===== src/rtl/impcal_pkg.sv =====
package impcal_pkg;

  localparam int SEL_W = 3;

  typedef enum logic {
    ST_IDLE = 1'b0,
    ST_RUN  = 1'b1
  } cal_state_t;

  // Settling time in picoseconds for each select value.
  function automatic int settle_ps(input int sel);
    case (sel)
      0:       return 50_000;
      1:       return 60_000;
      2:       return 70_000;
      3:       return 80_000;
      4:       return 90_000;
      5:       return 100_000;
      6:       return 125_000;
      default: return 150_000;
    endcase
  endfunction

  // Clock cycles covering the settling time (rounded up).
  function automatic int dly_cycles(input int sel, input int clk_ps);
    return (settle_ps(sel) + clk_ps - 1) / clk_ps;
  endfunction

  function automatic int dly_max(input int clk_ps);
    int m;
    m = 0;
    for (int s = 0; s < (1 << SEL_W); s++)
      if (dly_cycles(s, clk_ps) > m) m = dly_cycles(s, clk_ps);
    return m;
  endfunction

endpackage


===== src/rtl/impcal_dly_dec.sv =====
module impcal_dly_dec #(
  parameter int CLK_PS = 10000,
  parameter int DLY_W  = 4
) (
  input  logic [impcal_pkg::SEL_W-1:0] sel_i,
  output logic [DLY_W-1:0]             cycles_o
);

  always_comb begin
    cycles_o = DLY_W'(impcal_pkg::dly_cycles(int'(sel_i), CLK_PS));
  end

endmodule


===== src/rtl/impcal_engine.sv =====
module impcal_engine #(
  parameter int CODE_W    = 7,
  parameter int DLY_W     = 4,
  parameter int MAX_STEPS = 16,
  parameter int INIT_CODE = 64
) (
  input  logic              clk,
  input  logic              rst,
  input  logic              start_i,
  input  logic              cal_en_i,
  input  logic              init_dis_i,
  input  logic              cmp_up_i,
  input  logic [DLY_W-1:0]  dly_i,
  output logic [CODE_W-1:0] code_o,
  output logic [CODE_W-1:0] code_nxt_o,
  output logic [CODE_W-1:0] result_o,
  output logic              fin_o,
  output logic              done_o,
  output logic              busy_o
);

  import impcal_pkg::*;

  localparam int CNT_W  = DLY_W + 3;
  localparam int STEP_W = $clog2(MAX_STEPS + 1);
  localparam logic [CODE_W-1:0] CODE_TOP = {CODE_W{1'b1}};

  cal_state_t        st_q;
  logic [CNT_W-1:0]  cnt_q;
  logic [STEP_W-1:0] step_q;
  logic [CODE_W-1:0] code_q, result_q;
  logic              first_pend_q, prev_dir_q, have_prev_q, flip_prev_q, done_q;

  logic sample, flip, launch;
  logic [CODE_W-1:0] step_code;

  always_comb begin
    sample = (st_q == ST_RUN) && (cnt_q == CNT_W'(1));
    flip   = have_prev_q && (cmp_up_i != prev_dir_q);
    if (cmp_up_i) step_code = (code_q == CODE_TOP) ? code_q : code_q + 1'b1;
    else          step_code = (code_q == '0) ? code_q : code_q - 1'b1;
    fin_o  = sample && ((flip && flip_prev_q) || (step_q == STEP_W'(MAX_STEPS - 1)));
    launch = (st_q == ST_IDLE) &&
             (first_pend_q ? !init_dis_i : (start_i && cal_en_i));
  end

  always_ff @(posedge clk) begin
    if (rst) begin
      st_q         <= ST_IDLE;
      cnt_q        <= '0;
      step_q       <= '0;
      code_q       <= CODE_W'(INIT_CODE);
      result_q     <= CODE_W'(INIT_CODE);
      first_pend_q <= 1'b1;
      prev_dir_q   <= 1'b0;
      have_prev_q  <= 1'b0;
      flip_prev_q  <= 1'b0;
      done_q       <= 1'b0;
    end else begin
      done_q <= fin_o;
      if (st_q == ST_IDLE) begin
        first_pend_q <= 1'b0;
        if (launch) begin
          st_q        <= ST_RUN;
          cnt_q       <= {dly_i, 3'b000};
          step_q      <= '0;
          have_prev_q <= 1'b0;
          flip_prev_q <= 1'b0;
        end
      end else if (sample) begin
        code_q      <= step_code;
        prev_dir_q  <= cmp_up_i;
        have_prev_q <= 1'b1;
        flip_prev_q <= flip;
        step_q      <= step_q + 1'b1;
        cnt_q       <= {3'b000, dly_i};
        if (fin_o) begin
          st_q     <= ST_IDLE;
          result_q <= step_code;
        end
      end else begin
        cnt_q <= cnt_q - 1'b1;
      end
    end
  end

  assign code_o     = code_q;
  assign code_nxt_o = step_code;
  assign result_o   = result_q;
  assign done_o     = done_q;
  assign busy_o     = (st_q == ST_RUN);

endmodule


===== src/rtl/impcal_port_mux.sv =====
module impcal_port_mux #(
  parameter int CODE_W    = 7,
  parameter int NPORT     = 3,
  parameter int INIT_CODE = 64
) (
  input  logic                    clk,
  input  logic                    rst,
  input  logic                    upd_i,
  input  logic [NPORT-1:0]        ovr_en_i,
  input  logic [CODE_W-1:0]       ovr_code_i,
  input  logic [CODE_W-1:0]       cal_code_i,
  output logic [NPORT*CODE_W-1:0] port_code_o
);

  for (genvar k = 0; k < NPORT; k++) begin : g_port
    logic [CODE_W-1:0] code_q;
    always_ff @(posedge clk) begin
      if (rst)        code_q <= CODE_W'(INIT_CODE);
      else if (upd_i) code_q <= ovr_en_i[k] ? ovr_code_i : cal_code_i;
    end
    assign port_code_o[k*CODE_W +: CODE_W] = code_q;
  end

endmodule


===== src/rtl/impcal_ctrl.sv =====
module impcal_ctrl #(
  parameter int CODE_W    = 7,
  parameter int NPORT     = 3,
  parameter int MAX_STEPS = 16,
  parameter int INIT_CODE = 64,
  parameter int CLK_PS    = 10000
) (
  input  logic                          clk,
  input  logic                          rst,
  input  logic                          cfg_we_i,
  input  logic                          cfg_cal_en_i,
  input  logic [impcal_pkg::SEL_W-1:0]  cfg_dly_sel_i,
  input  logic [NPORT-1:0]              cfg_ovr_en_i,
  input  logic [CODE_W-1:0]             cfg_ovr_code_i,
  input  logic                          init_dis_i,
  input  logic                          start_i,
  input  logic                          cmp_up_i,
  output logic [CODE_W-1:0]             cal_code_o,
  output logic                          busy_o,
  output logic                          done_o,
  output logic [CODE_W-1:0]             result_o,
  output logic [NPORT*CODE_W-1:0]       port_code_o
);

  import impcal_pkg::*;

  localparam int MAXD  = dly_max(CLK_PS);
  localparam int DLY_W = $clog2(MAXD + 1);

  logic                 cal_en_q;
  logic [SEL_W-1:0]     sel_q;
  logic [NPORT-1:0]     ovr_en_q;
  logic [CODE_W-1:0]    ovr_code_q;

  always_ff @(posedge clk) begin
    if (rst) begin
      cal_en_q   <= 1'b1;
      sel_q      <= '0;
      ovr_en_q   <= '0;
      ovr_code_q <= '0;
    end else if (cfg_we_i) begin
      cal_en_q   <= cfg_cal_en_i;
      sel_q      <= cfg_dly_sel_i;
      ovr_en_q   <= cfg_ovr_en_i;
      ovr_code_q <= cfg_ovr_code_i;
    end
  end

  logic [DLY_W-1:0]  dly;
  logic [CODE_W-1:0] code_nxt, result_q;
  logic              fin;

  impcal_dly_dec #(.CLK_PS(CLK_PS), .DLY_W(DLY_W)) u_dly (
    .sel_i    (sel_q),
    .cycles_o (dly)
  );

  impcal_engine #(
    .CODE_W(CODE_W), .DLY_W(DLY_W), .MAX_STEPS(MAX_STEPS), .INIT_CODE(INIT_CODE)
  ) u_eng (
    .clk        (clk),
    .rst        (rst),
    .start_i    (start_i),
    .cal_en_i   (cal_en_q),
    .init_dis_i (init_dis_i),
    .cmp_up_i   (cmp_up_i),
    .dly_i      (dly),
    .code_o     (cal_code_o),
    .code_nxt_o (code_nxt),
    .result_o   (result_q),
    .fin_o      (fin),
    .done_o     (done_o),
    .busy_o     (busy_o)
  );

  // A write and a finishing sample on one edge combine: new settings, new result.
  logic [NPORT-1:0]  eff_en;
  logic [CODE_W-1:0] eff_code, eff_res;

  always_comb begin
    eff_en   = cfg_we_i ? cfg_ovr_en_i   : ovr_en_q;
    eff_code = cfg_we_i ? cfg_ovr_code_i : ovr_code_q;
    eff_res  = fin ? code_nxt : result_q;
  end

  impcal_port_mux #(.CODE_W(CODE_W), .NPORT(NPORT), .INIT_CODE(INIT_CODE)) u_mux (
    .clk         (clk),
    .rst         (rst),
    .upd_i       (cfg_we_i | fin),
    .ovr_en_i    (eff_en),
    .ovr_code_i  (eff_code),
    .cal_code_i  (eff_res),
    .port_code_o (port_code_o)
  );

  assign result_o = result_q;

endmodule


===== config.mk =====
export PLATFORM = sky130hd
export DESIGN_NAME = impcal_ctrl
export DESIGN_NICKNAME = d
export VERILOG_FILES = /design/src/rtl/impcal_pkg.sv /design/src/rtl/impcal_dly_dec.sv /design/src/rtl/impcal_engine.sv /design/src/rtl/impcal_port_mux.sv /design/src/rtl/impcal_ctrl.sv
export SDC_FILE = /design/constraint.sdc
export NUM_CORES = 1
export LEC_CHECK = 0
export BUFFER_PORTS_ARGS = -buffer_cell sky130_fd_sc_hd__buf_2
export CORE_UTILIZATION = 30
export DETAILED_ROUTE_END_ITERATION = 10
export GPL_ROUTABILITY_DRIVEN = 0
export PLACE_DENSITY = 0.46
export SLEW_MARGIN = 10
export SYNTH_ARGS = -nofsm -noshare
export SYNTH_HDL_FRONTEND = slang
export SYNTH_SLANG_ARGS = --single-unit

===== constraint.sdc =====
create_clock -name clk -period 7.53 [get_ports clk]
set_input_delay 1.506 -clock clk [delete_from_list [all_inputs] [get_ports clk]]
set_output_delay 1.506 -clock clk [all_outputs]
set_load 0.02 [all_outputs]

Word-level counts from Yosys, hierarchy flattened
Cells that the tools add are included.
Widths: inputs -> output; s select.
{"block": "totals", "regBits": 67, "latch_bits": 0, "ram_bits": 0, "rom_bits": 0, "input_bits": 20, "out_inout_bits": 37, "wordCells": 76, "mem_count": 0}
{"block": "op_classes", "add_sub_neg": 6, "mul": 0, "div": 1, "order_cmp": 0, "n_eq_ne": 11, "shift": 0, "mux": 26, "n_bitwise": 2, "n_reduce_logical": 13}
{"cell": "$pmux 18 s7", "n": 1}
{"cell": "$mux 7", "n": 11}
{"cell": "$div 32x15->32 const B", "n": 1}
{"cell": "$sub 32x2->32 const B", "n": 1}
{"cell": "$add 18x14->19 const B", "n": 1}
{"cell": "$mux 5", "n": 3}
{"cell": "$sub 7x1->7 const B", "n": 2}
{"cell": "$mux 1", "n": 10}
{"cell": "$eq 3x3->1 const B", "n": 3}
{"cell": "$add 7x1->7 const B", "n": 1}
{"cell": "$eq 7x1->1 const B", "n": 1}
{"cell": "$eq 7x7->1 const B", "n": 1}
{"cell": "$logic_not 7->1", "n": 1}
{"cell": "$eq 3x2->1 const B", "n": 2}
{"cell": "$logic_and 1x1->1", "n": 6}
{"cell": "$add 5x1->5 const B", "n": 1}
{"cell": "$eq 5x4->1 const B", "n": 1}
{"cell": "$reduce_and 2->1", "n": 2}
{"cell": "$eq 3x1->1 const B", "n": 1}
{"cell": "$logic_not 3->1", "n": 1}
{"cell": "$mux 3", "n": 1}
{"cell": "$ne 2x2->1 const B", "n": 1}
{"cell": "$reduce_bool 2->1", "n": 1}
{"cell": "$logic_not 1->1", "n": 1}
{"cell": "other kinds (4)", "n": 4}

Logic depth before layout (Yosys ltp)
{"block": "depth", "depth_word": 8, "ltp_mapped": 33, "mapped_depth_nobuf": 27}

Modules after synthesis
From an unflattened synthesis, not the netlist that was laid out.
{"block": "unflattened", "hier_cells": 628, "area_unflattened_um2": 5261.3}
{"module": "impcal_engine", "instances": 1, "cells_per_inst": 222, "area_each_um2": 1855.5, "seq_area_each_um2": 640.6}
{"module": "impcal_dly_dec", "instances": 1, "cells_per_inst": 258, "area_each_um2": 1620.3, "seq_area_each_um2": 0.0}
{"module": "impcal_port_mux", "instances": 1, "cells_per_inst": 94, "area_each_um2": 1101.1, "seq_area_each_um2": 420.4}
{"module": "impcal_ctrl", "instances": 1, "cells_per_inst": 54, "area_each_um2": 684.4, "seq_area_each_um2": 280.3}

Worst setup path before layout
No wires, ideal clock.
{"block": "synth_path", "kind": "register to register", "from": "reg sel_q[0]", "to": "reg u_eng.cnt_q[3]", "setup_time_ns": 0.079, "arrival_ns": 7.176, "t_required_ns": 7.451, "slack_ns": 0.275, "path_stages_with_launch": 34, "path_buffers": 7, "synth_period_minus_slack_ns": 7.255, "path_cell_list": "dfxtp_1 > clkbuf_1 > inv_1 > ha_1 > clkbuf_1 > clkbuf_1 > clkbuf_1 > o21ai_0 > nand2_1 > nand2_1 > ha_1 > nand4_1 > or4_4 > and3_4 > or4_4 > and3_1 > buf_6 > nor2_1 > buf_2 > xor2_1 > ha_1 > nor3_1 > nand4_1 > and3_1 > buf_4 > o211a_1 > o211ai_1 > a211oi_1 > a211oi_2 > nor4_1 > xor2_1 > nor4b_4 > a211oi_1 > a211oi_2"}
{"block": "synth_between", "elab_chain_len": 7, "elab_cells_between_ends": 14, "classes_between": "add/sub (2); div (1); eq/ne (6); mux (4); reduce/logical (1)"}
{"item": "from (decl)", "line_no": "impcal_ctrl.sv:31", "text": "logic [SEL_W-1:0] sel_q;"}
{"item": "from (signal assigned)", "line_no": "impcal_ctrl.sv:43", "text": "sel_q <= cfg_dly_sel_i;"}
{"item": "$eq 3x3->1 (tied with other cells)", "line_no": "impcal_pkg.sv:12", "text": "case (sel)"}
{"item": "$pmux 18 s7 (*)", "line_no": "impcal_pkg.sv:12"}
{"item": "$add 18x14->19 (*)", "line_no": "impcal_pkg.sv:26", "text": "return (settle_ps(sel) + clk_ps - 1) / clk_ps;"}
{"item": "$sub 32x2->32 (*)", "line_no": "impcal_pkg.sv:26"}
{"item": "$div 32x15->32 (*)", "line_no": "impcal_pkg.sv:26"}
{"item": "$mux 7 (on tied branches)", "line_no": "impcal_engine.sv:63, impcal_engine.sv:70"}
{"item": "$mux 7 (*)", "line_no": "impcal_engine.sv:61", "text": "if (st_q == ST_IDLE) begin"}
{"item": "to (signal assigned)", "line_no": "impcal_engine.sv:65", "text": "cnt_q <= {dly_i, 3'b000};"}
{"item": "to (signal assigned)", "line_no": "impcal_engine.sv:76", "text": "cnt_q <= {3'b000, dly_i};"}
{"item": "to (signal assigned)", "line_no": "impcal_engine.sv:82", "text": "cnt_q <= cnt_q - 1'b1;"}
{"item": "to (decl)", "line_no": "impcal_engine.sv:29", "text": "logic [CNT_W-1:0] cnt_q;"}
Mark *: on every way between the ends. The rest lies on a longest branch, timed or not. The select of a mux whose other input is x is not followed.
A chain may end at the register's enable or synchronous reset.

Worst setup path in the final report
Same ends and word-level chain as after synthesis.

==> flow_summary.json <==
{
  "crit_top_cell": "ha_1",
  "p_leak_nw": 2.52,
  "total_power_mw": 1.43,
  "antenna_found_initial": 0,
  "min_path_type": "reg2reg",
  "start_kind": "flop",
  "wl_met1_um": 7590,
  "dp_slack_ps": 392,
  "synth_edf_count": 0,
  "via_count": 5499,
  "die_height_um": 137,
  "p_seq_share_pct": 27.3,
  "critPathArrivalTime_ps": 7260,
  "pwr_density_cell_mw_per_mm2": 227,
  "rrSetupSlack_ps": 460,
  "status": "completed",
  "synthFlopType": "dfxtp_1",
  "holdBufCountCts": 0,
  "relSlewSlack_pct": 31.9,
  "vias_per_cell": 5.56,
  "wl_per_cell_um": 16.5,
  "p_sw_mw": 0.549,
  "min-delay-start": "u_eng.first_pend_q",
  "drive_above_1_share_pct": 16.8,
  "min_to": "u_eng.first_pend_q",
  "cp_slowest_stage_delay_ps": 490,
  "rows": 48,
  "cts.clk_slew.worst_paths_ps": 60,
  "syn_nets": 750,
  "die_x_um": 137,
  "ios": 57,
  "crit_fanout": 22,
  "seq_area_frac_synth_pct": 24.7,
  "netlist_area_mm2": 0.00544,
  "grt_max_degree": 68,
  "die_area_mm2": 0.0187,
  "start_util_pct": 31.1,
  "ys_types": 82,
  "routed_wl_um": 16300,
  "worst_slew_pin_slew_ps": 1010,
  "tritoncts": "built",
  "wl_met2_um": 7430,
  "syn_inst": 711,
  "stdcell_count": 989,
  "core_mm2": 0.0175,
  "dp.cells": 970,
  "regToRegEndpoint": "u_eng.cnt_q[3]",
  "cpMaxStageDelayCell": "dfxtp_1",
  "p_clk_share_pct": 29.2,
  "finClkSkew_ps": 7.71,
  "first_pass_iters": 6,
  "synthArstFlopShare_pct": 0,
  "comb_power_share_pct": 43.5,
  "clkLatencyLatePin_ps": 330,
  "syn-mean-instance-area_um2": 7.64,
  "r2r_cells": 28,
  "setup_violations": 0,
  "clock_sinks": 67,
  "grt_pass1_vias": 5141,
  "nets": 798,
  "worstSetupEndpointType": "flop",
  "cts-root-buf": "clkbuf_16",
  "yosys.area.top_type_share_pct": 24.7,
  "yosys_warnings": 0,
  "ys_seq_elements": 67,
  "grt_usage_pct": 18.2,
  "internal_power_mw": 0.884,
  "htreeDepth": 3,
  "cp.required_ps": 7720,
  "ant_nets": 0,
  "numPortBuffers": 56,
  "dp_hpwl_um": 12200,
  "cap_violations": 0,
  "numCtsBuffers": 9,
  "fmaxAchievable_ghz": 0.141,
  "swShare_pct": 38.3,
  "whs_path_depth": 1,
  "hold_violations": 0,
  "netlist_top_cells_area": "dfxtp_1, nor2_1, a21oi_1",
  "wl_met3_um": 919,
  "tns_ps": 0,
  "synth_top_area_cell": "dfxtp_1",
  "grt_first_pass_wirelength_um": 26800,
  "r2r-start": "sel_q[0]",
  "whs_ps": 474,
  "syn2layout_area_growth_pct": 16.2,
  "ir_drop_v": 0.000106,
  "fin_crit_sh_pct": 93.9,
  "first_iter_violations": 297,
  "min_period_ps": 7070,
  "drc_errors": 0,
  "cts_max_path_buffers": 2,
  "rsz0062_at_grt": "false",
  "drv_slew": 0,
  "crit_type": "reg2reg",
  "overflow": 0,
  "fin_ws_ps": 459,
  "top_layer_used": "met4"
}
registers in the layout, indices dropped and copies added, names as in the netlist, 3 cells and up:
name / count
u_mux.g_port.code_q: 21
ovr_code_q: 7
sel_q: 3
u_eng.result_o: 7
u_eng.cnt_q: 7
ovr_en_q: 3
u_eng.code_o: 7
u_eng.step_q: 5
kinds of logic (layout without fill, tap and decap cells):
family,after synthesis,after routing,share of synthesized area (%)
DFF,67,67,24.7
adders and majority gates,19,19,4.37
xor gates and xnor gates,34,34,6.01
AOI/OAI and AO/OA,226,226,30.1
and+or+nand+nor,280,280,25.3
buffers and inverters,59,111,4.47
other,0,1,0
muxes,26,26,5.06
power groups by stage:
stage / clock [mW] / combinational (mW) / sequential (mW)
6_report: 0.418 / 0.623 / 0.391
5_1_grt: 0.446 / 0.678 / 0.395
4_1_cts: 0.430 / 0.596 / 0.391
3_5_place_dp: 0 / 0.592 / 0.399
3_3_place_gp: 0 / 0.592 / 0.398
2_1_floorplan: 0 / 0.457 / 0.400
worst max-delay path, delay by kind of cell, from the launching register on:
| family | cells | cell delay (ps) |
|---|---|---|
| xor gates and xnor gates | 2 | 410 |
| DFF | 1 | 490 |
| adders and majority gates | 3 | 740 |
| and+or+nand+nor | 12 | 2640 |
| buffers and inverters | 4 | 680 |
| AOI/OAI and AO/OA | 7 | 1960 |
metrics by stage:
step | util, % | area, um2
floorplan | - | 5440
global placement | 34.1 | 5960
detailed placement | 34.1 | 5960
CTS | 35.8 | 6260
global route | 36.1 | 6310
finish | 36.1 | 6310
worst max path at each step:
stage             start              to  slack [ps]  depth (start not counted)
2_1_floorplan  sel_q[0]  u_eng.cnt_q[3]         270                         33
3_3_place_gp   sel_q[0]  u_eng.cnt_q[3]         510                         25
3_5_place_dp   sel_q[0]  u_eng.cnt_q[3]         390                         27
4_1_cts        sel_q[0]  u_eng.cnt_q[3]         360                         27
5_1_grt        sel_q[0]  u_eng.cnt_q[3]          20                         28
6_report       sel_q[0]  u_eng.cnt_q[3]         460                         28
layer usage:
| metal | GRT usage, % | vias to the layer above |
|---|---|---|
| met5 | 0 | - |
| met4 | 7.04 | 0 |
| met3 | 3.52 | 22 |
| met2 | 28.8 | 173 |
| met1 | 24.2 | 2586 |
| li1 | - | 2718 |
synthesized netlist by cell type (8+ instances only):
master,number
a211oi_1,24
a21o_1,10
a21oi_1,63
and2_1,8
and3_1,8
buf_2,8
clkbuf_1,30
dfxtp_1,67
ha_1,19
inv_1,19
mux2_2,9
mux2i_1,16
nand2_1,52
nand2b_1,8
nand3_1,16
nand4_1,9
nor2_1,109
nor2b_1,17
nor3_1,23
o21ai_0,28
xnor2_1,18
xor2_1,13
area by class of cell:
cell class	count	area [um2]
Clock buffer	13	260
Sequential cell	67	1340
Fill cell	1834	11200
Timing Repair Buffer	77	450
Antenna cell	1	2.50
Clock inverter	2	35.0
Inverter	19	71.3
Tap cell	225	282
Multi-Input combinational cell	585	3870
cells in the final DEF, fill, tap and decap left out, types with 4 or more instances in the layout:
cell type,count
xor2_1,13
mux2i_1,16
mux2_2,9
a31oi_1,7
nand3_1,16
a211oi_2,6
buf_4,20
nor3_1,23
a21o_1,10
nor2_1,108
o22ai_1,4
nand4_1,9
a211oi_1,22
a22oi_1,4
ha_1,19
o31ai_1,4
a21oi_1,63
clkbuf_16,9
and3_1,8
o211ai_1,7
a211o_1,6
a21boi_0,4
buf_2,56
inv_1,19
nor3b_1,4
dfxtp_1,67
xnor2_1,18
and2_1,8
nand2b_1,8
a221oi_1,5
nand2_1,52
nor2b_1,17
a31o_2,4
nor4_1,5
o21ai_0,28
repair_timing:
action	in CTS	in global routing
endpoints found under the setup margin	0	2
gates resized for setup	0	3
buffers inserted	0	3
(Power assumes the default switching activity.)
